==> config.mk <==
export PLATFORM = sky130hd
export DESIGN_NAME = exc_entry_unit
export DESIGN_NICKNAME = d
export VERILOG_FILES = /design/src/rtl/exc_pkg.sv /design/src/rtl/exc_route.sv /design/src/rtl/exc_state_build.sv /design/src/rtl/exc_vec_table.sv /design/src/rtl/exc_entry_unit.sv
export SDC_FILE = /design/constraint.sdc
export NUM_CORES = 1
export LEC_CHECK = 0
export ABC_AREA = 1
export BUFFER_PORTS_ARGS = -buffer_cell sky130_fd_sc_hd__buf_2
export CAP_MARGIN = 20
export CORE_ASPECT_RATIO = 0.7
export CORE_MARGIN = 2
export CORE_UTILIZATION = 30
export DETAILED_ROUTE_END_ITERATION = 12
export HOLD_SLACK_MARGIN = 0.03
export PLACE_DENSITY_LB_ADDON = 0.1
export SYNTH_ARGS = -nofsm -noshare
export SYNTH_HDL_FRONTEND = slang
export SYNTH_SLANG_ARGS = --single-unit
==> constraint.sdc <==
create_clock -name clk -period 17.5 [get_ports clk]
set_input_delay 0.875 -clock clk [delete_from_list [all_inputs] [get_ports clk]]
set_output_delay 0.875 -clock clk [all_outputs]
set_load 0.05 [all_outputs]
==> src/rtl/exc_pkg.sv <==
package exc_pkg;

    localparam int WORD_W     = 32;
    localparam int CAUSE_W    = 4;
    localparam int NUM_CAUSES = 1 << CAUSE_W;
    localparam int NUM_PAIRS  = 3;

    // state word bit positions
    localparam int B_HV  = 31;
    localparam int B_FP  = 13;
    localparam int B_ME  = 12;
    localparam int B_FE0 = 11;
    localparam int B_FE1 = 8;
    localparam int B_RI  = 1;

    localparam logic [WORD_W-1:0] SAVE_CLR   = 32'h783F_0000;
    localparam logic [WORD_W-1:0] PB_FP      = 32'h0010_0000;
    localparam logic [WORD_W-1:0] PB_FP_IMPR = 32'h0001_0000;
    localparam logic [WORD_W-1:0] PB_ILL     = 32'h0008_0000;
    localparam logic [WORD_W-1:0] PB_PRIV    = 32'h0004_0000;
    localparam logic [WORD_W-1:0] PB_TRAP    = 32'h0002_0000;

    typedef enum logic [CAUSE_W-1:0] {
        C_NONE  = 4'd0,  C_CRIT  = 4'd1,  C_MCHK  = 4'd2,  C_DSTOR = 4'd3,
        C_ISTOR = 4'd4,  C_EXT   = 4'd5,  C_ALIGN = 4'd6,  C_PROG  = 4'd7,
        C_FPUN  = 4'd8,  C_SCALL = 4'd9,  C_DEC   = 4'd10, C_WDOG  = 4'd11,
        C_DBG   = 4'd12, C_HDEC  = 4'd13, C_VECUN = 4'd14, C_FACUN = 4'd15
    } cause_e;

    typedef enum logic [1:0] {
        PK_FP = 2'd0, PK_ILL = 2'd1, PK_PRIV = 2'd2, PK_TRAP = 2'd3
    } prog_e;

    typedef enum logic [1:0] {
        PAIR_STD = 2'd0, PAIR_CRIT = 2'd1, PAIR_HYP = 2'd2
    } pair_e;

    typedef enum logic [1:0] {
        RK_STD_MASKED = 2'd0, RK_STD_FULL = 2'd1, RK_CRIT = 2'd2, RK_HYP = 2'd3
    } ret_e;

    typedef struct packed {
        pair_e pair;
        logic  use_cur;
        logic  mirror;
        logic  hyp;
        logic  clr_me;
        logic  invalid;
    } route_t;

    function automatic logic [WORD_W-1:0] ret_mask(ret_e k);
        case (k)
            RK_STD_MASKED, RK_HYP: ret_mask = ~SAVE_CLR;
            default:               ret_mask = '1;
        endcase
    endfunction

    function automatic pair_e ret_pair(ret_e k);
        case (k)
            RK_CRIT: ret_pair = PAIR_CRIT;
            RK_HYP:  ret_pair = PAIR_HYP;
            default: ret_pair = PAIR_STD;
        endcase
    endfunction

    function automatic logic [WORD_W-1:0] prog_bits(prog_e k, logic fe0, logic fe1);
        case (k)
            PK_FP:   prog_bits = PB_FP | ((fe0 != fe1) ? PB_FP_IMPR : '0);
            PK_ILL:  prog_bits = PB_ILL;
            PK_PRIV: prog_bits = PB_PRIV;
            default: prog_bits = PB_TRAP;
        endcase
    endfunction

endpackage

==> src/rtl/exc_route.sv <==
module exc_route
    import exc_pkg::*;
(
    input  cause_e             cause,
    input  logic               emb,
    input  prog_e              pkind,
    input  logic [WORD_W-1:0]  state,
    output route_t             rt
);
    always_comb begin
        rt.pair    = PAIR_STD;
        rt.use_cur = 1'b0;
        rt.mirror  = 1'b0;
        rt.hyp     = 1'b0;
        rt.clr_me  = 1'b0;
        rt.invalid = 1'b0;
        case (cause)
            C_NONE:  rt.invalid = 1'b1;
            C_CRIT:  rt.pair    = PAIR_CRIT;
            C_MCHK: begin
                rt.clr_me = 1'b1;
                rt.mirror = emb;
            end
            C_ALIGN, C_FPUN, C_VECUN, C_FACUN: rt.use_cur = 1'b1;
            // precise FP (enables differ) reports the faulting address
            C_PROG:  rt.use_cur = !(pkind == PK_FP && state[B_FE0] == state[B_FE1]);
            C_WDOG:  if (emb) rt.pair = PAIR_CRIT;
            C_DBG:   rt.mirror = emb;
            C_HDEC: begin
                rt.pair = PAIR_HYP;
                rt.hyp  = 1'b1;
            end
            default: ;
        endcase
    end

    // hypervisor routing always pairs with the hypervisor flag
    always_comb begin
        a_r7_hyp_pair: assert ((rt.pair == PAIR_HYP) == rt.hyp);
    end
endmodule

==> src/rtl/exc_state_build.sv <==
module exc_state_build
    import exc_pkg::*;
(
    input  logic [WORD_W-1:0]  state,
    input  logic               emb,
    input  logic               is_prog,
    input  prog_e              pkind,
    input  route_t             rt,
    output logic [WORD_W-1:0]  saved,
    output logic [WORD_W-1:0]  fresh,
    output logic               ignore
);
    logic fe0, fe1;
    assign fe0 = state[B_FE0];
    assign fe1 = state[B_FE1];

    assign ignore = is_prog && (pkind == PK_FP) && (!state[B_FP] || (!fe0 && !fe1));

    always_comb begin
        saved = emb ? state : (state & ~SAVE_CLR);
        if (is_prog)
            saved = saved | prog_bits(pkind, fe0, fe1);
    end

    always_comb begin
        fresh = '0;
        fresh[B_ME] = state[B_ME] && !rt.clr_me;
        if (rt.hyp) begin
            fresh[B_HV] = 1'b1;
            fresh[B_RI] = state[B_RI];
        end
    end
endmodule

==> src/rtl/exc_vec_table.sv <==
module exc_vec_table
    import exc_pkg::*;
#(
    parameter int ADDR_W = 32
) (
    input  logic               clk,
    input  logic               rst,
    input  logic               we,
    input  logic [CAUSE_W-1:0] widx,
    input  logic [ADDR_W-1:0]  wdata,
    input  logic               pref_we,
    input  logic [ADDR_W-1:0]  pref_d,
    input  logic [CAUSE_W-1:0] ridx,
    output logic [ADDR_W-1:0]  handler,
    output logic               undefined
);
    logic [ADDR_W-1:0] entry_q [NUM_CAUSES];
    logic [ADDR_W-1:0] prefix_q;

    for (genvar i = 0; i < NUM_CAUSES; i++) begin : g_entry
        always_ff @(posedge clk) begin
            if (rst)
                entry_q[i] <= '1;
            else if (we && widx == CAUSE_W'(i))
                entry_q[i] <= wdata;
        end
    end

    always_ff @(posedge clk) begin
        if (rst)          prefix_q <= '0;
        else if (pref_we) prefix_q <= pref_d;
    end

    assign undefined = &entry_q[ridx];
    assign handler   = entry_q[ridx] | prefix_q;

    // every entry starts out undefined
    a_r1_table_reset: assert property (@(posedge clk) $fell(rst) |-> &entry_q[0]);
endmodule

==> src/rtl/exc_entry_unit.sv <==
module exc_entry_unit
    import exc_pkg::*;
#(
    parameter int ADDR_W = 32
) (
    input  logic               clk,
    input  logic               rst,
    input  logic               take_i,
    input  logic [3:0]         cause_i,
    input  logic [1:0]         prog_kind_i,
    input  logic               emb_mode_i,
    input  logic [31:0]        state_i,
    input  logic [ADDR_W-1:0]  next_pc_i,
    input  logic               vec_we_i,
    input  logic [3:0]         vec_idx_i,
    input  logic [ADDR_W-1:0]  vec_data_i,
    input  logic               prefix_we_i,
    input  logic [ADDR_W-1:0]  prefix_i,
    input  logic               ret_i,
    input  logic [1:0]         ret_kind_i,
    output logic               done_o,
    output logic               err_o,
    output logic               ign_o,
    output logic [31:0]        new_state_o,
    output logic [ADDR_W-1:0]  fetch_addr_o,
    output logic [ADDR_W-1:0]  std_addr_o,
    output logic [31:0]        std_state_o,
    output logic [ADDR_W-1:0]  crit_addr_o,
    output logic [31:0]        crit_state_o,
    output logic [ADDR_W-1:0]  hyp_addr_o,
    output logic [31:0]        hyp_state_o,
    output logic               ret_valid_o,
    output logic [ADDR_W-1:0]  ret_addr_o,
    output logic [31:0]        ret_state_o
);
    localparam logic [ADDR_W-1:0] INSN_BYTES = ADDR_W'(4);
    localparam logic [ADDR_W-1:0] ALIGN_MASK = ~ADDR_W'(3);

    cause_e            cause;
    prog_e             pkind;
    ret_e              rkind;
    route_t            rt;
    logic [WORD_W-1:0] saved_w, fresh_w;
    logic              ignore;
    logic [ADDR_W-1:0] handler;
    logic              vec_bad;
    logic [ADDR_W-1:0] save_addr;
    logic              ok_take, bad_take, ign_take;

    assign cause = cause_e'(cause_i);
    assign pkind = prog_e'(prog_kind_i);
    assign rkind = ret_e'(ret_kind_i);

    exc_route u_route (
        .cause (cause),
        .emb   (emb_mode_i),
        .pkind (pkind),
        .state (state_i),
        .rt    (rt)
    );

    exc_state_build u_build (
        .state   (state_i),
        .emb     (emb_mode_i),
        .is_prog (cause == C_PROG),
        .pkind   (pkind),
        .rt      (rt),
        .saved   (saved_w),
        .fresh   (fresh_w),
        .ignore  (ignore)
    );

    exc_vec_table #(.ADDR_W(ADDR_W)) u_vec (
        .clk       (clk),
        .rst       (rst),
        .we        (vec_we_i),
        .widx      (vec_idx_i),
        .wdata     (vec_data_i),
        .pref_we   (prefix_we_i),
        .pref_d    (prefix_i),
        .ridx      (cause_i),
        .handler   (handler),
        .undefined (vec_bad)
    );

    assign save_addr = rt.use_cur ? (next_pc_i - INSN_BYTES) : next_pc_i;
    assign ign_take  = take_i && !rt.invalid && ignore;
    assign bad_take  = take_i && (rt.invalid || (!ignore && vec_bad));
    assign ok_take   = take_i && !rt.invalid && !ignore && !vec_bad;

    // save pairs
    logic [ADDR_W-1:0] pair_addr_q  [NUM_PAIRS];
    logic [WORD_W-1:0] pair_state_q [NUM_PAIRS];

    for (genvar p = 0; p < NUM_PAIRS; p++) begin : g_pair
        logic hit;
        assign hit = ok_take &&
                     ((rt.pair == pair_e'(p)) || (rt.mirror && pair_e'(p) == PAIR_CRIT));
        always_ff @(posedge clk) begin
            if (rst) begin
                pair_addr_q[p]  <= '0;
                pair_state_q[p] <= '0;
            end else if (hit) begin
                pair_addr_q[p]  <= save_addr;
                pair_state_q[p] <= saved_w;
            end
        end
    end

    // entry results
    always_ff @(posedge clk) begin
        if (rst) begin
            done_o       <= 1'b0;
            err_o        <= 1'b0;
            ign_o        <= 1'b0;
            new_state_o  <= '0;
            fetch_addr_o <= '0;
        end else begin
            done_o <= ok_take;
            err_o  <= bad_take;
            ign_o  <= ign_take;
            if (ok_take) begin
                new_state_o  <= fresh_w;
                fetch_addr_o <= handler;
            end
        end
    end

    // return path reads the pair contents before any same-cycle entry
    pair_e sel_pair;
    assign sel_pair = ret_pair(rkind);

    always_ff @(posedge clk) begin
        if (rst) begin
            ret_valid_o <= 1'b0;
            ret_addr_o  <= '0;
            ret_state_o <= '0;
        end else begin
            ret_valid_o <= ret_i;
            if (ret_i) begin
                ret_addr_o  <= pair_addr_q[sel_pair] & ALIGN_MASK;
                ret_state_o <= pair_state_q[sel_pair] & ret_mask(rkind);
            end
        end
    end

    assign std_addr_o   = pair_addr_q[PAIR_STD];
    assign std_state_o  = pair_state_q[PAIR_STD];
    assign crit_addr_o  = pair_addr_q[PAIR_CRIT];
    assign crit_state_o = pair_state_q[PAIR_CRIT];
    assign hyp_addr_o   = pair_addr_q[PAIR_HYP];
    assign hyp_state_o  = pair_state_q[PAIR_HYP];

    // resume address is word aligned
    a_r11_ret_aligned: assert property (@(posedge clk) disable iff (rst)
        ret_valid_o |-> ret_addr_o[1:0] == 2'b00);

    // handler state holds only ME, HV and RI
    a_r6_new_state_bits: assert property (@(posedge clk) disable iff (rst)
        done_o |-> (new_state_o & ~((32'd1 << B_ME) | (32'd1 << B_HV) | (32'd1 << B_RI))) == '0);

    // the empty cause code is refused
    a_r10_none_cause: assert property (@(posedge clk) disable iff (rst)
        (take_i && cause_i == 4'd0) |=> (err_o && !done_o));

    // at most one outcome per entry
    a_r9_one_outcome: assert property (@(posedge clk) disable iff (rst)
        $onehot0({done_o, err_o, ign_o}));

    // a dropped FP exception leaves the pairs alone
    a_r5_ignore_no_save: assert property (@(posedge clk) disable iff (rst)
        ign_o |-> ($stable(std_addr_o) && $stable(std_state_o) && $stable(crit_addr_o)));

    // embedded machine check mirrors into the critical pair
    a_r8_mirror: assert property (@(posedge clk) disable iff (rst)
        (take_i && cause_i == 4'd2 && emb_mode_i && !vec_bad) |=>
        (crit_addr_o == std_addr_o && crit_state_o == std_state_o));
endmodule

==> metrics.cfg <==
[run_status]
status=finished, final reports clean

[placement]
portBuffers=439
place_inst=6043
gp_congestion=0.858
placed_area_mm2=0.0414
dpl.hpwl_mm=91.3

[critical_path]
slowest_stage=buf_4
r2r_start=u_vec.entry_q[13][7]$_SDFFCE_PN1P_
start_kind=input port
worstPathRequired_ns=17.91
path_class=in2reg
r2r_setup_slack_ns=13.46
worstPathMaxFanout=70
crit_arrival_ns=5.86
critPathCaptureType=flip-flop
worstSetupStartpoint=cause_i[0]
cp_common_cell=nand2_1
path_cells=clkbuf_8, buf_4, buf_4, nand2_1, nand2_1, nand2_1, nand2_1, nand2_1, nand2_1, inv_1, nand2_1, nand2_1, nor2_1, nand2_1, nor2_1, nand2_4, nand4_4, buf_4, nor2_1
r2r_end=pair_state_q[0][3]$_SDFFCE_PN0P_
cp_slowest_stage_delay_ns=0.85
worst-r2r-cell-count=17
crit_path_end=pair_addr_q[2][28]$_SDFFCE_PN0P_

[clock_tree]
ctsRootBufferMaster=clkbuf_16
ctsHoldBuffers=0
cts_tree=done
clk_path_buf_depth=3
clk_pin_slew_ns=0.07
htreeDepth=3
cts_resized=0
postCtsSetupBuffers=0
clock_sinks=837
numCtsBuffers=91
clk_latency_ns=0.69

[sta]
rsz0062_at_grt=no
period_share_pct=31.2
drv_slew=0
fin_setup_tns_ns=0
hold_viol=0
setup_violations=0
fin_crit_ns=5.45
hold_ws_ns=0.411
slew-limit-headroom_pct=23.2
worst_pin_slew_ns=1.15
fin_skew_ns=0.0215
timing.fmax_mhz=183

[synth]
synth_area_mm2=0.0377
ys_types=37
synth.ff_latch_count=837
syn_avg_cell_area_um2=9.06
yosys_warnings=0
yosysSeqAreaShare_pct=63.2
yosys.area.top_type_share_pct=56.1
synth_top_cell_by_area=edfxtp_1
ys_top_cells_by_area=edfxtp_1 56%, nand2_1 19%, dfxtp_1 7.1%, nor2_1 4.1%, a21oi_1 2.0%
netlist_instances=4157

[pwr]
p_leak_uw=0.0183
power_density_mw_per_mm2=114
switching_share_pct=29.0
peakVddDrop_v=0.0000722
pwr-share-clk_pct=39.5
p_comb_share_pct=14.1
seq_power_share_pct=46.4
power_switching_uw=1470
internal_power_uw=3590

[routing]
top_layer=met4
first_pass_iters=6
routedWlPerCell_um=24.2
met2_wirelength_mm=67.8
final_antenna_net_count=0
vias=29900
drt-met1-wl_mm=70.1
via_per_inst=4.79
drt-initial-drc-count=2934
drt_wl_total_mm=151
wl_met3_mm=7.82
drc=0

[cells_and_area]
layout.nets=4638
nFillCells=12800
regArea_mm2=0.0238
drive_gt1_share_pct=15.6
multi_input_comb_area_mm2=0.0121
fin_cells=6228
stdcell_area_mm2=0.0445
area_growth_pct=18.1
final_common_cell=nand2_1
final_cell_mix=1887 x nand2_1, 704 x edfxtp_1, 437 x buf_2

[hold_path]
hold_class=in2reg
min_from=prefix_i[12]

[global_route]
grt_pass1_wl_mm=214
grt_pass1_vias=28400
grt_usage_pct=23.1
antenna_found_initial=18
grt_max_degree=88
grt-ovfl-total=0

[floorplan]
dieWidth_um=428
rows=108
fp.dieH_um=300
die_area_mm2=0.128
pin_count=471
start_util_pct=30.3
core_area_mm2=0.124

[flow_run]
cap_violations=0

worst max-delay path: cells and delay by family:
kind	cells	cell delay, ns
buffers and inverters	5	2.40
AND/OR/NAND/NOR	14	2.38
registers in the layout, summed over array words and instances (netlist names), 3 cells and up:
register        count
ret_addr_o         30
fetch_addr_o       32
new_state_o         3
ret_state_o        32
u_vec.entry_q     512
pair_state_q       96
pair_addr_q        96
u_vec.prefix_q     32
Yosys cell counts, drive strengths merged:
library cell / instances
a21oi: 156
a22oi: 2
a32o: 1
a32oi: 3
buf: 152
clkbuf: 148
clkinv: 4
conb: 1
dfxtp: 133
edfxtp: 704
ha: 4
inv: 198
mux2: 10
mux2i: 1
nand2: 1898
nand3: 94
nand3b: 1
nand4: 25
nor2: 414
nor3: 18
nor4: 2
o211ai: 52
o21ai: 109
or2: 1
xnor2: 6
xor2: 20
routing by layer:
layer,global-route usage (%),vias up
met2,35.2,912
met3,3.50,218
met4,7.69,0
met1,33.4,14700
met5,0,-
li1,-,14100
worst min path at each step:
| stage | depth (start not counted) | end | slack (ns) |
|---|---|---|---|
| after floorplan | 2 | u_vec.prefix_q[0]$_SDFFE_PP0P_ | 0.46 |
| after global placement | 2 | ret_state_o[16]$_SDFFE_PP0P_ | 0.45 |
| after detailed placement | 2 | ret_state_o[21]$_SDFFE_PP0P_ | 0.46 |
| after CTS | 3 | u_vec.prefix_q[31]$_SDFFE_PP0P_ | 0.36 |
| after global routing | 3 | u_vec.prefix_q[1]$_SDFFE_PP0P_ | 0.39 |
| final | 3 | u_vec.prefix_q[12]$_SDFFE_PP0P_ | 0.41 |
cell type report:
type                            instances  share of cell area (%)
Inverter                              202                    1.74
Clock inverter                         33                   0.728
Tap cell                             1650                    4.64
Antenna cell                           15                  0.0844
Timing Repair Buffer                  507                    6.14
Sequential cell                       837                    53.5
Multi-Input combinational cell       2848                    27.1
Clock buffer                          136                    6.03
logic make-up (layout without fill, tap and decap cells):
| logic type | after synthesis | in the layout | synth area share [%] |
|---|---|---|---|
| buf+inv | 502 | 878 | 5.87 |
| fa+ha+maj | 4 | 4 | 0.133 |
| flops | 837 | 837 | 63.2 |
| xor+xnor | 26 | 26 | 0.604 |
| mux | 11 | 11 | 0.325 |
| simple gates | 2453 | 2453 | 25.1 |
| other cells | 1 | 46 | 0.00995 |
| compound gates | 323 | 323 | 4.78 |
power groups by stage:
stage,Clock [uW],Combinational [uW],Sequential [uW]
floorplan,0,275,2570
global placement,0,718,2390
detailed placement,0,716,2390
CTS,2040,718,2350
global route,2110,762,2360
finish,2000,713,2350
through the flow:
step	setup slack (ns)	util, %	power, uW
2_1_floorplan	10.11	-	2850
3_3_place_gp	11.38	33.3	3110
3_5_place_dp	11.38	33.3	3100
4_1_cts	12.11	35.7	5100
5_1_grt	11.69	35.8	5230
6_report	12.05	35.8	5060
No activity file was read; power rests on OpenSTA's default activity.
